File: config.mk
export PLATFORM = sky130hd
export DESIGN_NAME = hbridge_gate_seq
export DESIGN_NICKNAME = d
export VERILOG_FILES = /design/src/rtl/gate_seq_pkg.sv /design/src/rtl/gate_sync.sv /design/src/rtl/gate_mode_decode.sv /design/src/rtl/gate_dead_time.sv /design/src/rtl/hbridge_gate_seq.sv
export SDC_FILE = /design/constraint.sdc
export NUM_CORES = 1
export LEC_CHECK = 0
export BUFFER_PORTS_ARGS = -buffer_cell sky130_fd_sc_hd__buf_4
export CAP_MARGIN = 20
export CELL_PAD_IN_SITES_DETAIL_PLACEMENT = 1
export CELL_PAD_IN_SITES_GLOBAL_PLACEMENT = 1
export CORE_MARGIN = 2
export CORE_UTILIZATION = 43
export DETAILED_ROUTE_END_ITERATION = 8
export PLACE_DENSITY_LB_ADDON = 0.05
export SLEW_MARGIN = 5
export SYNTH_ARGS = -nofsm -noshare
export SYNTH_HDL_FRONTEND = slang
export SYNTH_SLANG_ARGS = --single-unit
File: constraint.sdc
create_clock -name clk_i -period 2.1 [get_ports clk_i]
set_input_delay 0.21 -clock clk_i [delete_from_list [all_inputs] [get_ports clk_i]]
set_output_delay 0.21 -clock clk_i [all_outputs]
set_load 0.02 [all_outputs]
File: src/rtl/gate_seq_pkg.sv
package gate_seq_pkg;

  typedef enum logic [1:0] {
    PAT_OFF       = 2'd0,
    PAT_PRECHARGE = 2'd1,
    PAT_DIAG_A    = 2'd2,
    PAT_DIAG_B    = 2'd3
  } pat_e;

  // gate vector order: {hl, hr, ll, lr}
  function automatic logic [3:0] pat_to_gates(pat_e p);
    case (p)
      PAT_PRECHARGE: return 4'b0011;
      PAT_DIAG_A:    return 4'b1001;
      PAT_DIAG_B:    return 4'b0110;
      default:       return 4'b0000;
    endcase
  endfunction

endpackage

File: src/rtl/gate_sync.sv
module gate_sync #(
  parameter int unsigned WIDTH  = 4,
  parameter int unsigned STAGES = 2
) (
  input  logic             clk_i,
  input  logic             rst_ni,
  input  logic [WIDTH-1:0] d_i,
  output logic [WIDTH-1:0] q_o
);

  logic [WIDTH-1:0] stage_q [STAGES];

  for (genvar s = 0; s < STAGES; s++) begin : g_stage
    if (s == 0) begin : g_first
      always_ff @(posedge clk_i or negedge rst_ni) begin
        if (!rst_ni) stage_q[s] <= '0;
        else         stage_q[s] <= d_i;
      end
    end else begin : g_next
      always_ff @(posedge clk_i or negedge rst_ni) begin
        if (!rst_ni) stage_q[s] <= '0;
        else         stage_q[s] <= stage_q[s-1];
      end
    end
  end

  assign q_o = stage_q[STAGES-1];

endmodule

File: src/rtl/gate_mode_decode.sv
module gate_mode_decode
  import gate_seq_pkg::*;
(
  input  logic clk_i,
  input  logic rst_ni,
  input  logic off_s_i,
  input  logic su_s_i,
  input  logic dd_s_i,
  input  logic bclk_s_i,
  output pat_e target_o
);

  logic bclk_q;
  logic div_b_q;
  logic bclk_fall;
  logic div_run;

  assign bclk_fall = bclk_q & ~bclk_s_i;
  assign div_run   = ~off_s_i & su_s_i & ~dd_s_i;

  always_ff @(posedge clk_i or negedge rst_ni) begin
    if (!rst_ni) begin
      bclk_q  <= 1'b0;
      div_b_q <= 1'b0;
    end else begin
      bclk_q <= bclk_s_i;
      // outside divide oscillation the phase is parked on diagonal A
      if (!div_run)       div_b_q <= 1'b0;
      else if (bclk_fall) div_b_q <= ~div_b_q;
    end
  end

  always_comb begin
    if (off_s_i)      target_o = PAT_OFF;
    else if (!su_s_i) target_o = PAT_PRECHARGE;
    else if (dd_s_i)  target_o = bclk_s_i ? PAT_DIAG_B : PAT_DIAG_A;
    else              target_o = div_b_q  ? PAT_DIAG_B : PAT_DIAG_A;
  end

endmodule

File: src/rtl/gate_dead_time.sv
module gate_dead_time
  import gate_seq_pkg::*;
#(
  parameter int unsigned DEAD_CYCLES = 4
) (
  input  logic       clk_i,
  input  logic       rst_ni,
  input  pat_e       target_i,
  output logic [3:0] gates_o
);

  localparam int unsigned CW = $clog2(DEAD_CYCLES + 1);
  localparam logic [CW-1:0] DEAD_MAX = CW'(DEAD_CYCLES);

  pat_e          cur_q;
  logic [CW-1:0] off_cnt_q;
  logic [CW-1:0] off_cnt_inc;

  assign off_cnt_inc = (off_cnt_q >= DEAD_MAX) ? DEAD_MAX : off_cnt_q + 1'b1;

  always_ff @(posedge clk_i or negedge rst_ni) begin
    if (!rst_ni) begin
      cur_q     <= PAT_OFF;
      off_cnt_q <= '0;
      gates_o   <= 4'b0000;
    end else if (target_i == PAT_OFF || (cur_q != target_i && cur_q != PAT_OFF)) begin
      // release immediately, start counting the gap
      cur_q     <= PAT_OFF;
      gates_o   <= 4'b0000;
      off_cnt_q <= (cur_q == PAT_OFF) ? off_cnt_inc : CW'(1);
    end else if (cur_q == PAT_OFF) begin
      if (off_cnt_q >= DEAD_MAX) begin
        cur_q     <= target_i;
        gates_o   <= pat_to_gates(target_i);
        off_cnt_q <= '0;
      end else begin
        off_cnt_q <= off_cnt_inc;
      end
    end
  end

endmodule

File: src/rtl/hbridge_gate_seq.sv
module hbridge_gate_seq
  import gate_seq_pkg::*;
#(
  parameter int unsigned DEAD_CYCLES = 4,
  parameter int unsigned SYNC_STAGES = 2
) (
  input  logic clk_i,
  input  logic rst_ni,
  input  logic bridge_off_i,
  input  logic startup_i,
  input  logic direct_i,
  input  logic bclk_i,
  output logic hl_o,
  output logic hr_o,
  output logic ll_o,
  output logic lr_o
);

  localparam int unsigned N_IN = 4;

  logic [N_IN-1:0] raw_in;
  logic [N_IN-1:0] syn_in;
  pat_e            target;
  logic [3:0]      gates;

  assign raw_in = {bridge_off_i, startup_i, direct_i, bclk_i};

  gate_sync #(
    .WIDTH (N_IN),
    .STAGES(SYNC_STAGES)
  ) u_sync (
    .clk_i (clk_i),
    .rst_ni(rst_ni),
    .d_i   (raw_in),
    .q_o   (syn_in)
  );

  gate_mode_decode u_decode (
    .clk_i   (clk_i),
    .rst_ni  (rst_ni),
    .off_s_i (syn_in[3]),
    .su_s_i  (syn_in[2]),
    .dd_s_i  (syn_in[1]),
    .bclk_s_i(syn_in[0]),
    .target_o(target)
  );

  gate_dead_time #(
    .DEAD_CYCLES(DEAD_CYCLES)
  ) u_dead (
    .clk_i   (clk_i),
    .rst_ni  (rst_ni),
    .target_i(target),
    .gates_o (gates)
  );

  assign {hl_o, hr_o, ll_o, lr_o} = gates;

endmodule

# Word-level counts from Yosys, hierarchy flattened

Index checks and enable logic that the tools add are counted.

Bitwise logic cells: 7
Mux-type cells: 19
Add/sub/neg operators: 1
Reduce and logical (&&, ||, !) cells: 8
Shift-type cells: 0
Equal/unequal tests: 5
Div/mod/pow operators: 0
Order comparisons: 1
Multipliers: 0

Operator list:

| cell                                                      | count |
|---|---|
| 2-to-1 mux 3 bit                                          | 5 |
| 2-to-1 mux 2 bit                                          | 6 |
| 2-to-1 mux 4 bit                                          | 3 |
| case mux 4 bit (3 select lines)                           | 1 |
| nonzero test 2 bit                                        | 3 |
| == test 2 bit (second input constant)                     | 2 |
| logical NOT 2 bit                                         | 2 |
| 2-to-1 mux 1 bit                                          | 4 |
| NOT 1 bit                                                 | 4 |
| adder 3 x 1 -> 3 bit (second input constant)              | 1 |
| AND 1 bit                                                 | 3 |
| greater-or-equal comparator 3 bit (second input constant) | 1 |
| == test 2 x 1 -> 1 bit (second input constant)            | 1 |
| != test 2 x 1 -> 1 bit (second input constant)            | 1 |
| != test 2 bit                                             | 1 |
| AND reduction 2 bit                                       | 1 |
| logical AND 1 bit                                         | 1 |
| logical OR 1 bit                                          | 1 |

RAM bits: 0
Output and inout port bits: 4
Bits in read-only memories: 0
Memories kept: 0
Bits of input ports: 6
Bits in registers: 19
Latch bits: 0

# Depth between registers and ports, before layout

Gate-level depths: netlist of run 1.

Depth in word-level cells: 9
Mapped depth: 7

# Hierarchy

From an unflattened synthesis of run 1, not the netlist that was laid out.

Cells, all modules: 74
Area, all modules: 852.1 um^2

By module, submodules not included:

| module           | times used | cells each | area an instance (um^2) | seq. area each (um^2) |
|---|---|---|---|---|
| gate_dead_time   | 1          | 54         | 520.5                   | 225.2 |
| gate_sync        | 1          | 12         | 230.2                   | 200.2 |
| gate_mode_decode | 1          | 8          | 101.3                   | 50.0 |

# Worst setup path before layout of run 1

No wires, ideal clock.

Path type: register to register
Start point: register u_sync.stage_q, in the netlist u_sync.q_o[1]
End point: register u_dead.off_cnt_q[0]
Period minus slack after synthesis: 1.687 ns
Arrival time: 1.563 ns
Path slack: 0.413 ns
Library setup time: 0.124 ns
Required time: 1.976 ns
Stages on the path, launching flop included: 8
Path buffers: 1
Cells stage by stage: dfrtp_1 mux2i_1 a21oi_1 inv_1 ha_1 a41o_1 buf_6 o31a_1

Word-level cells in the longest chain between the ends: 7
Elaborated cells on any way between the ends: 9
Those cells by class: eq/ne: 1; mux: 4; reduce/logical: 4

Ends and longest elaborated chain:

| what                                                   | line                   | RTL |
|---|---|---|
| start, declared                                        | gate_sync.sv:11        | `logic [WIDTH-1:0] stage_q [STAGES];` |
| start signal, assigned by index                        | gate_sync.sv:22        | `else stage_q[s] <= stage_q[s-1];` |
| 2-to-1 mux 2 bit *                                     | gate_mode_decode.sv:36 | `else if (dd_s_i) target_o = bclk_s_i ? PAT_DIAG_B : PAT_DIAG_A;` |
| 2-to-1 mux 2 bit *                                     | gate_mode_decode.sv:35 | `else if (!su_s_i) target_o = PAT_PRECHARGE;` |
| 2-to-1 mux 2 bit *                                     | gate_mode_decode.sv:34 | `if (off_s_i) target_o = PAT_OFF;` |
| != test 2 bit                                          | gate_dead_time.sv:26   | `end else if (target_i == PAT_OFF \|\| (cur_q != target_i && cur_q != PAT_OFF)) begin` |
| logical AND 1 bit                                      | gate_dead_time.sv:26   |  |
| logical OR 1 bit *                                     | gate_dead_time.sv:26   |  |
| 2-to-1 mux 3 bit or nonzero test 2 bit (tied branches) | n/a                    |  |
| end signal, assigned                                   | gate_dead_time.sv:30   | `off_cnt_q <= (cur_q == PAT_OFF) ? off_cnt_inc : CW'(1);` |
| end signal, assigned                                   | gate_dead_time.sv:37   | `off_cnt_q <= off_cnt_inc;` |
| end, declared                                          | gate_dead_time.sv:16   | `logic [CW-1:0] off_cnt_q;` |

Mark *: on every way between the ends. The rest lies on a longest branch, timed or not.
A chain may end at the register's enable or synchronous reset.

# Worst setup path after layout of run 1

Same ends and word-level chain as after synthesis.

==> summary.md, run 1 <==
| Metric | Value |
|---|---|
| Seq pwr share | `a little over half` |
| Multi-input logic area | `~280 sq um` |
| First-pass DRT Iterations | `4` |
| Area of the core | `1727 sq um` |
| Avg WL per Cell | `about 14 um` |
| Starting Density | `45.65%` |
| Htree depth | `1` |
| Crit path max-delay family | `compound AO/OA/AOI/OAI gates` |
| Post-synthesis sequential area ratio | `about three fifths` |
| Die W | `roughly 47 um` |
| Sequential Area | `approximately 480 sq um` |
| CTS tree | `done` |
| Buffers and inverters on the worst path | `1` |
| Post-CTS sizing | `0` |
| Synthesis-stage register bit count | `19` |
| Net Sw Power | `~280 uW` |
| Synth top area cells | `dfrtp_1, ha_1, a21oi_1, nand3_1, nand2_1` |
| Status | `complete, no violations` |
| Top-area cell type share of the netlist area | `just over 60%` |
| Final Wtd Congestion | `0.7171` |
| CTS Buf Count | `3` |
| F_max | `around 530 MHz` |
| Max-slew violations | `0` |
| Relative slew slack | `77.63%` |
| Worst skew pair latency | `~300 ps` |
| Max-Cap Viols | `0` |
| Nets | `95` |
| Largest net degree at the start of global routing | `20` |
| Pint | `between 500 and 600 uW` |
| CP max-delay cell | `dfrtp_1` |
| Clock skew | `roughly 7 ps` |
| Critical path type | `flip-flop to flip-flop` |
| Ant diodes | `0` |
| Avg Cell Area, Syn | `11.94 sq um` |
| Mean number of vias per cell | `5.019` |
| Arrival time at the worst endpoint | `between 2000 and 2500 ps` |
| Most used routing layer | `met2` |
| Cell Chain, Critical Path | `mux2i_1, a21oi_1, inv_1, ha_1, a41o_1, o31a_1` |
| DR iter-0 viols | `4` |
| Hold Path Class | `primary input to asynchronous set/reset pin` |
| Die height | `between 40 and 50 um` |
| Total number of vias | `about 540` |
| Clock-pin slew on the worst setup and hold paths | `approximately 120 ps` |
| Clk pwr share | `between 20% and 30%` |
| Max Root-Sink Buffers | `2` |
| Post CTS Setup Buffer Count | `0` |
| Final worst path period share | `90.58%` |
| Post-Syn Area | `between 700 and 800 sq um` |
| All-Layer GR Usage | `approximately 16%` |
| Ys Warns | `0` |
| Drt total wl | `between 1000 and 1500 um` |
| Global-route wire length before repair | `2380 um` |
| Die ar. | `about 2200 sq um` |
| Final global-route overflow total | `0` |
| Fraction of layout cells with a size suffix above 1 | `roughly 20%` |
| Io pins | `10` |
| I/O Buffers | `9` |
| Cell count after synthesis | `66` |
| RSZ-0062 raised after global routing | `false` |
| ANT nets after route | `0` |
| Yosys cell types | `24` |
| Layout fillers | `approximately 200` |
| Clk sinks | `19` |
| Hold-fix buffers at CTS | `1` |
| CP required | `roughly 2300 ps` |
| Pwr per Cell Area | `910.9 nW/um^2` |
| Final Hold Fails | `0` |
| Routing usage on met1 | `about a fifth` |
| Max stage delay on crit path | `410 ps` |
| Period minus WS final | `1902 ps` |
| Tightest Pin Transition | `between 300 and 400 ps` |
| Antenna violations before repair | `0` |
| Met2 Resource Use GR | `between 20% and 30%` |
| Sw Share | `32.58%` |
| Total power | `just under 900 uW` |
| Leak | `0.0004498 uW` |
| Area growth syn-to-layout | `21.75%` |
| Remaining routing DRC violations | `0` |
| M3 GR Usage | `under 10%` |
| Number of global-route vias before repair | `between 500 and 600` |
| Mapped Nets | `77` |
| Critical Path Start Type | `flip-flop` |
| Final setup vio count | `0` |
| Crit end category | `flip-flop` |
| Yosys top cell by area | `dfrtp_1` |
| Peak VDD IR | `0.0006682 V` |
| Setup TNS | `0 ps` |
| Num rows | `15` |
| Clk Tree Root Cell | `clkbuf_4` |
| CP max FO | `9` |
| Post-DP HPWL | `between 900 and 1000 um` |
| Logic pwr share | `25.5%` |
[Yosys cell counts]
cell type	number
nand2_1	6
inv_1	5
a41o_1	1
nor2b_1	1
mux2i_1	2
o31ai_2	1
nand4b_1	1
ha_1	5
buf_6	1
nor3_1	1
o21ai_0	1
a21oi_1	6
nor2_1	2
nand3b_1	1
nand2b_4	1
a31oi_1	1
buf_1	1
or3_1	1
xnor2_1	1
dfrtp_1	19
o31a_1	1
or2_2	1
o22ai_1	1
nand3_1	5
[path summary, 6_finish.rpt]
kind,end,slack [ps],cells past startpoint,startpoint
min,u_decode.bclk_q,310,2,rst_ni
max reg2reg,u_dead.off_cnt_q[0],200,6,u_sync.q_o[1]
max,u_dead.off_cnt_q[0],200,6,u_sync.q_o[1]
min in group clk_i,u_sync.q_o[3],370,0,u_sync.stage_q[7]
min reg2reg,u_sync.q_o[3],370,0,u_sync.stage_q[7]
max in group asynchronous,u_dead.off_cnt_q[1],1590,2,rst_ni
[layout make-up]
class                      count  area share [%]
clock buffer                   3           2.347
clock inverter                 1          0.7823
tap                           25           3.259
timing repair buffer          15           13.04
inverter                       5           1.956
multi-input combinational     40           29.07
sequential                    19           49.54
[state kept, by name (all words and copies together) (netlist names)]
register and flops:
u_dead.cur_q 2, u_dead.gates_o 4, u_dead.off_cnt_q 3, u_decode.bclk_q 1, u_decode.div_b_q 1, u_sync.q_o 4, u_sync.stage_q 4
[cell usage in the layout (no fill, tap or decap)]
cell type,netlist,final
dfrtp_1,19,19
nor2b_1,1,1
o31a_1,1,1
a21oi_1,6,6
nand2_1,6,6
nand3_1,5,5
nor2_1,2,2
or3_1,1,1
a31oi_1,1,1
dlygate4sd3_1,0,5
nand3b_1,1,1
nand4b_1,1,1
mux2i_1,2,2
o31ai_2,1,1
nor3_1,1,1
buf_4,0,10
clkinvlp_4,0,1
o21ai_0,1,1
or2_2,1,1
a41o_1,1,1
clkbuf_4,0,3
inv_1,5,5
o22ai_1,1,1
xnor2_1,1,1
nand2b_4,1,1
ha_1,5,5
[worst reg2reg max path: stages, from the launching register on]
cell     delay (ps)
dfrtp_1         410
mux2i_1         160
a21oi_1         270
inv_1           100
ha_1            240
a41o_1          330
o31a_1          280
[cell families (layout without fill, tap and decap cells)]
kind of cell	after synthesis	after routing	share of synthesized area [%]
buf+inv	7	24	4.285
mux	2	2	2.540
fa+ha+maj	5	5	7.937
xor+xnor	1	1	1.111
flops	19	19	60.32
simple gates	20	20	13.81
compound gates	12	12	10.00
[metrics by stage]
step | cells | util [%] | setup slack, ps | hold WS (ps) | cell area, sq um
final | 108 | 55.58 | 197.9 | 310.3 | 959.7
after CTS | 104 | 53.26 | 208.6 | 0.2556 | 919.6
after global routing | 108 | 55.58 | 98.38 | 317.1 | 959.7
after global placement | 99 | 50.94 | 342.9 | 91.75 | 879.6
after detailed placement | 99 | 50.94 | 263.6 | 94.24 | 879.6
after floorplan | 66 | - | 412.9 | -85.59 | 788.3
[metal layers]
layer	wire, um	part of all wire, %
met1	649	44
met2	753	51
met3	49	3.3
met4	12	0.82
met5	0	0
[power groups by stage]
stage          Clock [uW]  Sequential, uW  Combinational, uW
2_1_floorplan           0             454                160
3_3_place_gp            0             468                210
3_5_place_dp            0             469                212
4_1_cts               200             461                220
5_1_grt               219             469                255
6_report              191             460                223
(Power assumes the default switching activity.)
==> run 2, diff against run 1 <==
PLACE_DENSITY = 0.81   (was default)
PLACE_DENSITY_LB_ADDON = default   (was 0.05)
==> run 2 against run 1 <==
Via count down 2.2%. Worst hold slack got worse by 14 ps. First-iteration DRC count grew 100%. Combinational power fell by 5%. Final area decreased by 0.78%. Cell count shrank 0.93%. Count of clock-buffer cells in the layout unchanged. Highest routed layer unchanged. Fmax increased by 1.1%. Routed wire length up 4.4%. Sequential share of layout area increased by 0.39 points. Global-route usage increased by 1.8 points. Critical path depth stayed put.
==> summary.md, run 2 (synthesized netlist as in run 1, its figures left out) <==
| Metric | Value |
|---|---|
| ANT nets after route | `0 (unchanged)` |
| Period minus WS final | `1881 ps (-21.62 ps)` |
| Avg WL per Cell | `14.31 um (+5.4%)` |
| Net Sw Power | `289.9 uW (+1.8%)` |
| Area growth syn-to-layout | `20.79%` |
| Seq pwr share | `53.3% (+0.7 points)` |
| Die ar. | `2192 sq um (unchanged)` |
| Clk Tree Root Cell | `clkbuf_4` |
| Final worst path period share | `89.55% (-1.0 points)` |
| Max-slew violations | `0 (unchanged)` |
| Status | `complete, no violations` |
| Antenna violations before repair | `0 (unchanged)` |
| Critical path type | `flip-flop to flip-flop` |
| Total number of vias | `530 (-2.2%)` |
| Post CTS Setup Buffer Count | `0 (unchanged)` |
| Hold_ws | `296.0 ps (-14.30 ps)` |
| Clock-pin slew on the worst setup and hold paths | `120 ps (about the same)` |
| Leak | `0.0004455 uW (-0.95%)` |
| Max stage delay on crit path | `400 ps (about the same)` |
| All-Layer GR Usage | `17.52% (+1.8 points)` |
| Tightest Pin Transition | `610.8 ps (+275.2 ps)` |
| CP max FO | `9 (unchanged)` |
| Pint | `582.0 uW (-1.2%)` |
| Die height | `46.82 um (unchanged)` |
| Die W | `46.82 um (unchanged)` |
| Global-route wire length before repair | `2504 um (+5.2%)` |
| Fraction of layout cells with a size suffix above 1 | `19.51% (-0.97 points)` |
| Htree depth | `1 (unchanged)` |
| Remaining routing DRC violations | `0 (unchanged)` |
| Final Wtd Congestion | `0.7537 (+5.1%)` |
| Drt total wl | `1531 um (+4.4%)` |
| First-pass DRT Iterations | `4 (unchanged)` |
| Critical Path Start Type | `flip-flop` |
| Max-Cap Viols | `0 (unchanged)` |
| Arrival time at the worst endpoint | `2090 ps (about the same)` |
| Final Hold Fails | `0 (unchanged)` |
| Largest net degree at the start of global routing | `20 (unchanged)` |
| DR iter-0 viols | `8 (+4)` |
| Num rows | `15 (unchanged)` |
| Starting Density | `45.65% (unchanged)` |
| Hold Path Class | `primary input to asynchronous set/reset pin` |
| Post-CTS sizing | `0 (unchanged)` |
| Mean number of vias per cell | `4.953 (-1.3%)` |
| CP max-delay cell | `dfrtp_1` |
| Clock skew | `6.735 ps (-0.2505 ps)` |
| Layout fillers | `194 (-1.5%)` |
| Max Root-Sink Buffers | `2 (unchanged)` |
| RSZ-0062 raised after global routing | `false` |
| Area of the core | `1727 sq um (unchanged)` |
| Ant diodes | `0 (unchanged)` |
| CTS tree | `done` |
| Total power | `871.9 uW (-0.27%)` |
| Peak VDD IR | `0.0005875 V (-12%)` |
| Sw Share | `33.25% (+0.66 points)` |
| Final setup vio count | `0 (unchanged)` |
| Worst skew pair latency | `310 ps (about the same)` |
| Logic pwr share | `24.2% (-1.3 points)` |
| I/O Buffers | `9 (unchanged)` |
| Io pins | `10 (unchanged)` |
| Commonest non-fill, non-tap cell in the layout | `dfrtp_1` |
| Clk sinks | `19 (unchanged)` |
| Relative slew slack | `59.13% (-18 points)` |
| Nets | `94 (-1.1%)` |
| CTS Buf Count | `3 (unchanged)` |
| Cell Chain, Critical Path | `mux2i_1, a21oi_1, inv_1, ha_1, a41o_1, o31a_1` |
| Post-DP HPWL | `1097 um (+11%)` |
| F_max | `531.8 MHz (+1.1%)` |
| Final global-route overflow total | `0 (unchanged)` |
| Clk pwr share | `22.4% (+0.5 points)` |
| Fin area | `952.2 sq um (-0.78%)` |
| CP required | `2310 ps (+20 ps)` |
| Setup TNS | `0 ps (unchanged)` |
| Post-DP Area | `872.1 sq um (-0.85%)` |
| Most frequent cells in the layout | `dfrtp_1, buf_4, a21oi_1, nand2_1` |
| Pwr per Cell Area | `915.7 nW/um^2 (+0.52%)` |
| Number of global-route vias before repair | `557 (+3.5%)` |
| Crit end category | `flip-flop` |
| Hold-fix buffers at CTS | `4 (+3)` |
-- run 2: cell count changes in the layout (fill, tap and decap cells not counted), sizes merged --
cell,before,now
buf,10,9
-- run 2: layout make-up --
type | instances | area, sq um | share of cell area [%]
clock inverters | 1 | 7.507 | 0.7884
repair buffers | 14 | 117.6 | 12.35
flip-flops and latches | 19 | 475.5 | 49.93
well taps | 25 | 31.28 | 3.285
clock buffers | 3 | 22.52 | 2.365
multi-input cells | 40 | 279.0 | 29.30
inverters | 5 | 18.77 | 1.971
-- run 2: metal layers --
layer | global-route usage (%) | up-vias | part of all wire, %
li1 | - | 256 | -
met1 | 21.55 | 264 | 49
met2 | 27.95 | 8 | 47
met3 | 4.615 | 2 | 2.5
met4 | 10.00 | 0 | 1.2
met5 | 0 | - | 0
-- run 2: worst paths after layout --
| path | slack (ps) | depth (start not counted) | endpoint | startpoint |
|---|---|---|---|---|
| min in group clk_i | 360 | 0 | u_sync.q_o[2] | u_sync.stage_q[6] |
| min | 300 | 2 | u_sync.stage_q[5] | rst_ni |
| min reg2reg | 360 | 0 | u_sync.q_o[2] | u_sync.stage_q[6] |
| max in group asynchronous | 1600 | 2 | u_sync.stage_q[7] | rst_ni |
| max | 220 | 6 | u_dead.off_cnt_q[0] | u_sync.q_o[1] |
| max reg2reg | 220 | 6 | u_dead.off_cnt_q[0] | u_sync.q_o[1] |
-- run 2: through the flow --
| stage | std cells | setup WS, ps | utilization (%) |
|---|---|---|---|
| after floorplan | 66 | 412.9 | - |
| after global placement | 98 | 342.0 | 50.51 |
| after detailed placement | 98 | 216.0 | 50.51 |
| after CTS | 106 | 199.7 | 54.57 |
| after global routing | 107 | 100.6 | 55.14 |
| final | 107 | 219.5 | 55.14 |
-- run 2: critical path, delay by kind of cell (launching register included) --
kind	cells	cell delay [ps]
AOI/OAI and AO/OA	3	870
adders and majority gates	1	240
buffers and inverters	1	120
DFF	1	400
muxes	1	150
-- run 2: power by group through the flow --
stage / logic (uW) / registers [uW] / clock network, uW
finish: 211 / 465 / 196
global route: 241 / 473 / 216
CTS: 211 / 464 / 203
detailed placement: 203 / 472 / 0
global placement: 196 / 467 / 0
floorplan: 160 / 454 / 0
==> run 3, diff against run 2 <==
CORE_MARGIN = default   (was 2)
==> run 3 against run 2 <==
Fmax is 0.64% lower. Die area down 8.4%. First-iteration DRC count shrank 25%. Via count up 3.0%. Count of clock-buffer cells in the layout is the same. Routed wire length rose by 1.9%. Register-to-register slack about the same.
==> summary.md, run 3 (synthesized netlist as in run 1, its figures left out) <==
| Metric | Value |
|---|---|
| Leak | `0.0004493 uW (+0.84%)` |
| F_max | `528.3 MHz (-0.64%)` |
| Hold-fix buffers at CTS | `4 (unchanged)` |
| Die W | `44.82 um (-4.3%)` |
| Fraction of layout cells with a size suffix above 1 | `19.51% (unchanged)` |
| RSZ-0062 raised after global routing | `false` |
| CP startpoint | `u_sync.q_o[1]` |
| All-Layer GR Usage | `18.73% (+1.2 points)` |
| DR iter-0 viols | `6 (-2)` |
| Antenna violations before repair | `0 (unchanged)` |
| Starting Density | `45.65% (unchanged)` |
| Nets | `94 (unchanged)` |
| Mean number of vias per cell | `5.103 (+3.0%)` |
| Tightest Pin Transition | `598.3 ps (-12.46 ps)` |
| First-pass DRT Iterations | `4 (unchanged)` |
| Largest net degree at the start of global routing | `20 (unchanged)` |
| Hold Path Class | `primary input to asynchronous set/reset pin` |
| Pwr per Cell Area | `908.8 nW/um^2 (-0.76%)` |
| Critical path type | `flip-flop to flip-flop` |
| CP required | `2300 ps (about the same)` |
| Worst skew pair latency | `300 ps (about the same)` |
| Period minus WS final | `1893 ps (+12.18 ps)` |
| Htree depth | `1 (unchanged)` |
| Avg WL per Cell | `14.58 um (+1.9%)` |
| Peak VDD IR | `0.0006023 V (+2.5%)` |
| Clock skew | `0.7667 ps (-5.968 ps)` |
| ANT nets after route | `0 (unchanged)` |
| CP max FO | `9 (unchanged)` |
| Global-route wire length before repair | `2518 um (+0.56%)` |
| CTS Buf Count | `3 (unchanged)` |
| Final global-route overflow total | `0 (unchanged)` |
| Max-slew violations | `0 (unchanged)` |
| Worst flop-to-flop path startpoint | `u_sync.q_o[1]` |
| Setup TNS | `0 ps (unchanged)` |
| Num rows | `15 (unchanged)` |
| Total number of vias | `546 (+3.0%)` |
| Clk Tree Root Cell | `clkbuf_4` |
| Number of global-route vias before repair | `547 (-1.8%)` |
| Area growth syn-to-layout | `20.48%` |
| CTS tree | `done` |
| Arrival time at the worst endpoint | `2090 ps (about the same)` |
| Total power | `863.0 uW (-1.0%)` |
| Most frequent cells in the layout | `dfrtp_1, buf_4, a21oi_1, nand2_1` |
| Clock-pin slew on the worst setup and hold paths | `110 ps (about the same)` |
| Clk sinks | `19 (unchanged)` |
| Die height | `44.82 um (-4.3%)` |
| Area of the core | `1727 sq um (unchanged)` |
| Remaining routing DRC violations | `0 (unchanged)` |
| Drt total wl | `1560 um (+1.9%)` |
| Final setup vio count | `0 (unchanged)` |
| Max-Cap Viols | `0 (unchanged)` |
| Io pins | `10 (unchanged)` |
| Worst R2R Setup Slack | `210 ps (about the same)` |
| Critical Path Start Type | `flip-flop` |
| Post CTS Setup Buffer Count | `0 (unchanged)` |
| Die ar. | `2008 sq um (-8.4%)` |
| Post-DP HPWL | `1040 um (-5.2%)` |
| Commonest non-fill, non-tap cell in the layout | `dfrtp_1` |
| Post-CTS sizing | `0 (unchanged)` |
| Ant diodes | `0 (unchanged)` |
| I/O Buffers | `9 (unchanged)` |
| Crit end category | `flip-flop` |
| Final Hold Fails | `0 (unchanged)` |
| Status | `complete, no violations` |
| Final worst path period share | `90.13% (+0.58 points)` |
| Max Root-Sink Buffers | `2 (unchanged)` |
| Final Wtd Congestion | `0.7605 (+0.90%)` |
| Relative slew slack | `59.96% (+0.83 points)` |
-- run 3: layout make-up --
class	count	area (sq um)
Clock buffer	3	22.52
Clock inverter	1	5.005
Fill cell	193	777.0
Inverter	5	18.77
Multi-Input combinational cell	40	279.0
Sequential cell	19	475.5
Tap cell	25	31.28
Timing Repair Buffer	14	117.6
-- run 3: report_power, final --
group / switching [uW] / internal (uW)
Sequential: 48.3 / 414
Clock: 119 / 71.0
Combinational: 115 / 95.4
Total: 283 / 580
-- run 3: per-layer routing --
layer  GRT usage [%]  up-vias  share of wire [%]
li1                -      254                  -
met3           3.600        4                2.9
met2           28.82       14                 51
met1           24.06      274                 44
met5               0        -                  0
met4           12.73        0                2.9
-- run 3: path summary, 6_finish.rpt --
check                                       to  depth (start not counted)
min in group clk_i               u_sync.q_o[0]                          0
max in group asynchronous      u_dead.cur_q[1]                          2
min reg2reg                      u_sync.q_o[0]                          0
max                        u_dead.off_cnt_q[0]                          6
max reg2reg                u_dead.off_cnt_q[0]                          6
min                        u_dead.off_cnt_q[1]                          2
-- run 3: through the flow --
stage	hold WS, ps	instances	setup slack, ps	utilization (%)	area (sq um)
detailed placement	99.14	98	233.2	50.51	872.1
floorplan	-85.59	66	412.9	-	788.3
global route	306.9	107	115.1	55.00	949.7
finish	302.1	107	207.3	55.00	949.7
CTS	4.825	106	202.1	54.42	939.7
global placement	91.92	98	339.9	50.51	872.1
-- run 3: worst max-delay path, stage by stage, from the launching register on --
cell	delay, ps
dfrtp_1	410
mux2i_1	150
a21oi_1	280
inv_1	120
ha_1	230
a41o_1	320
o31a_1	270
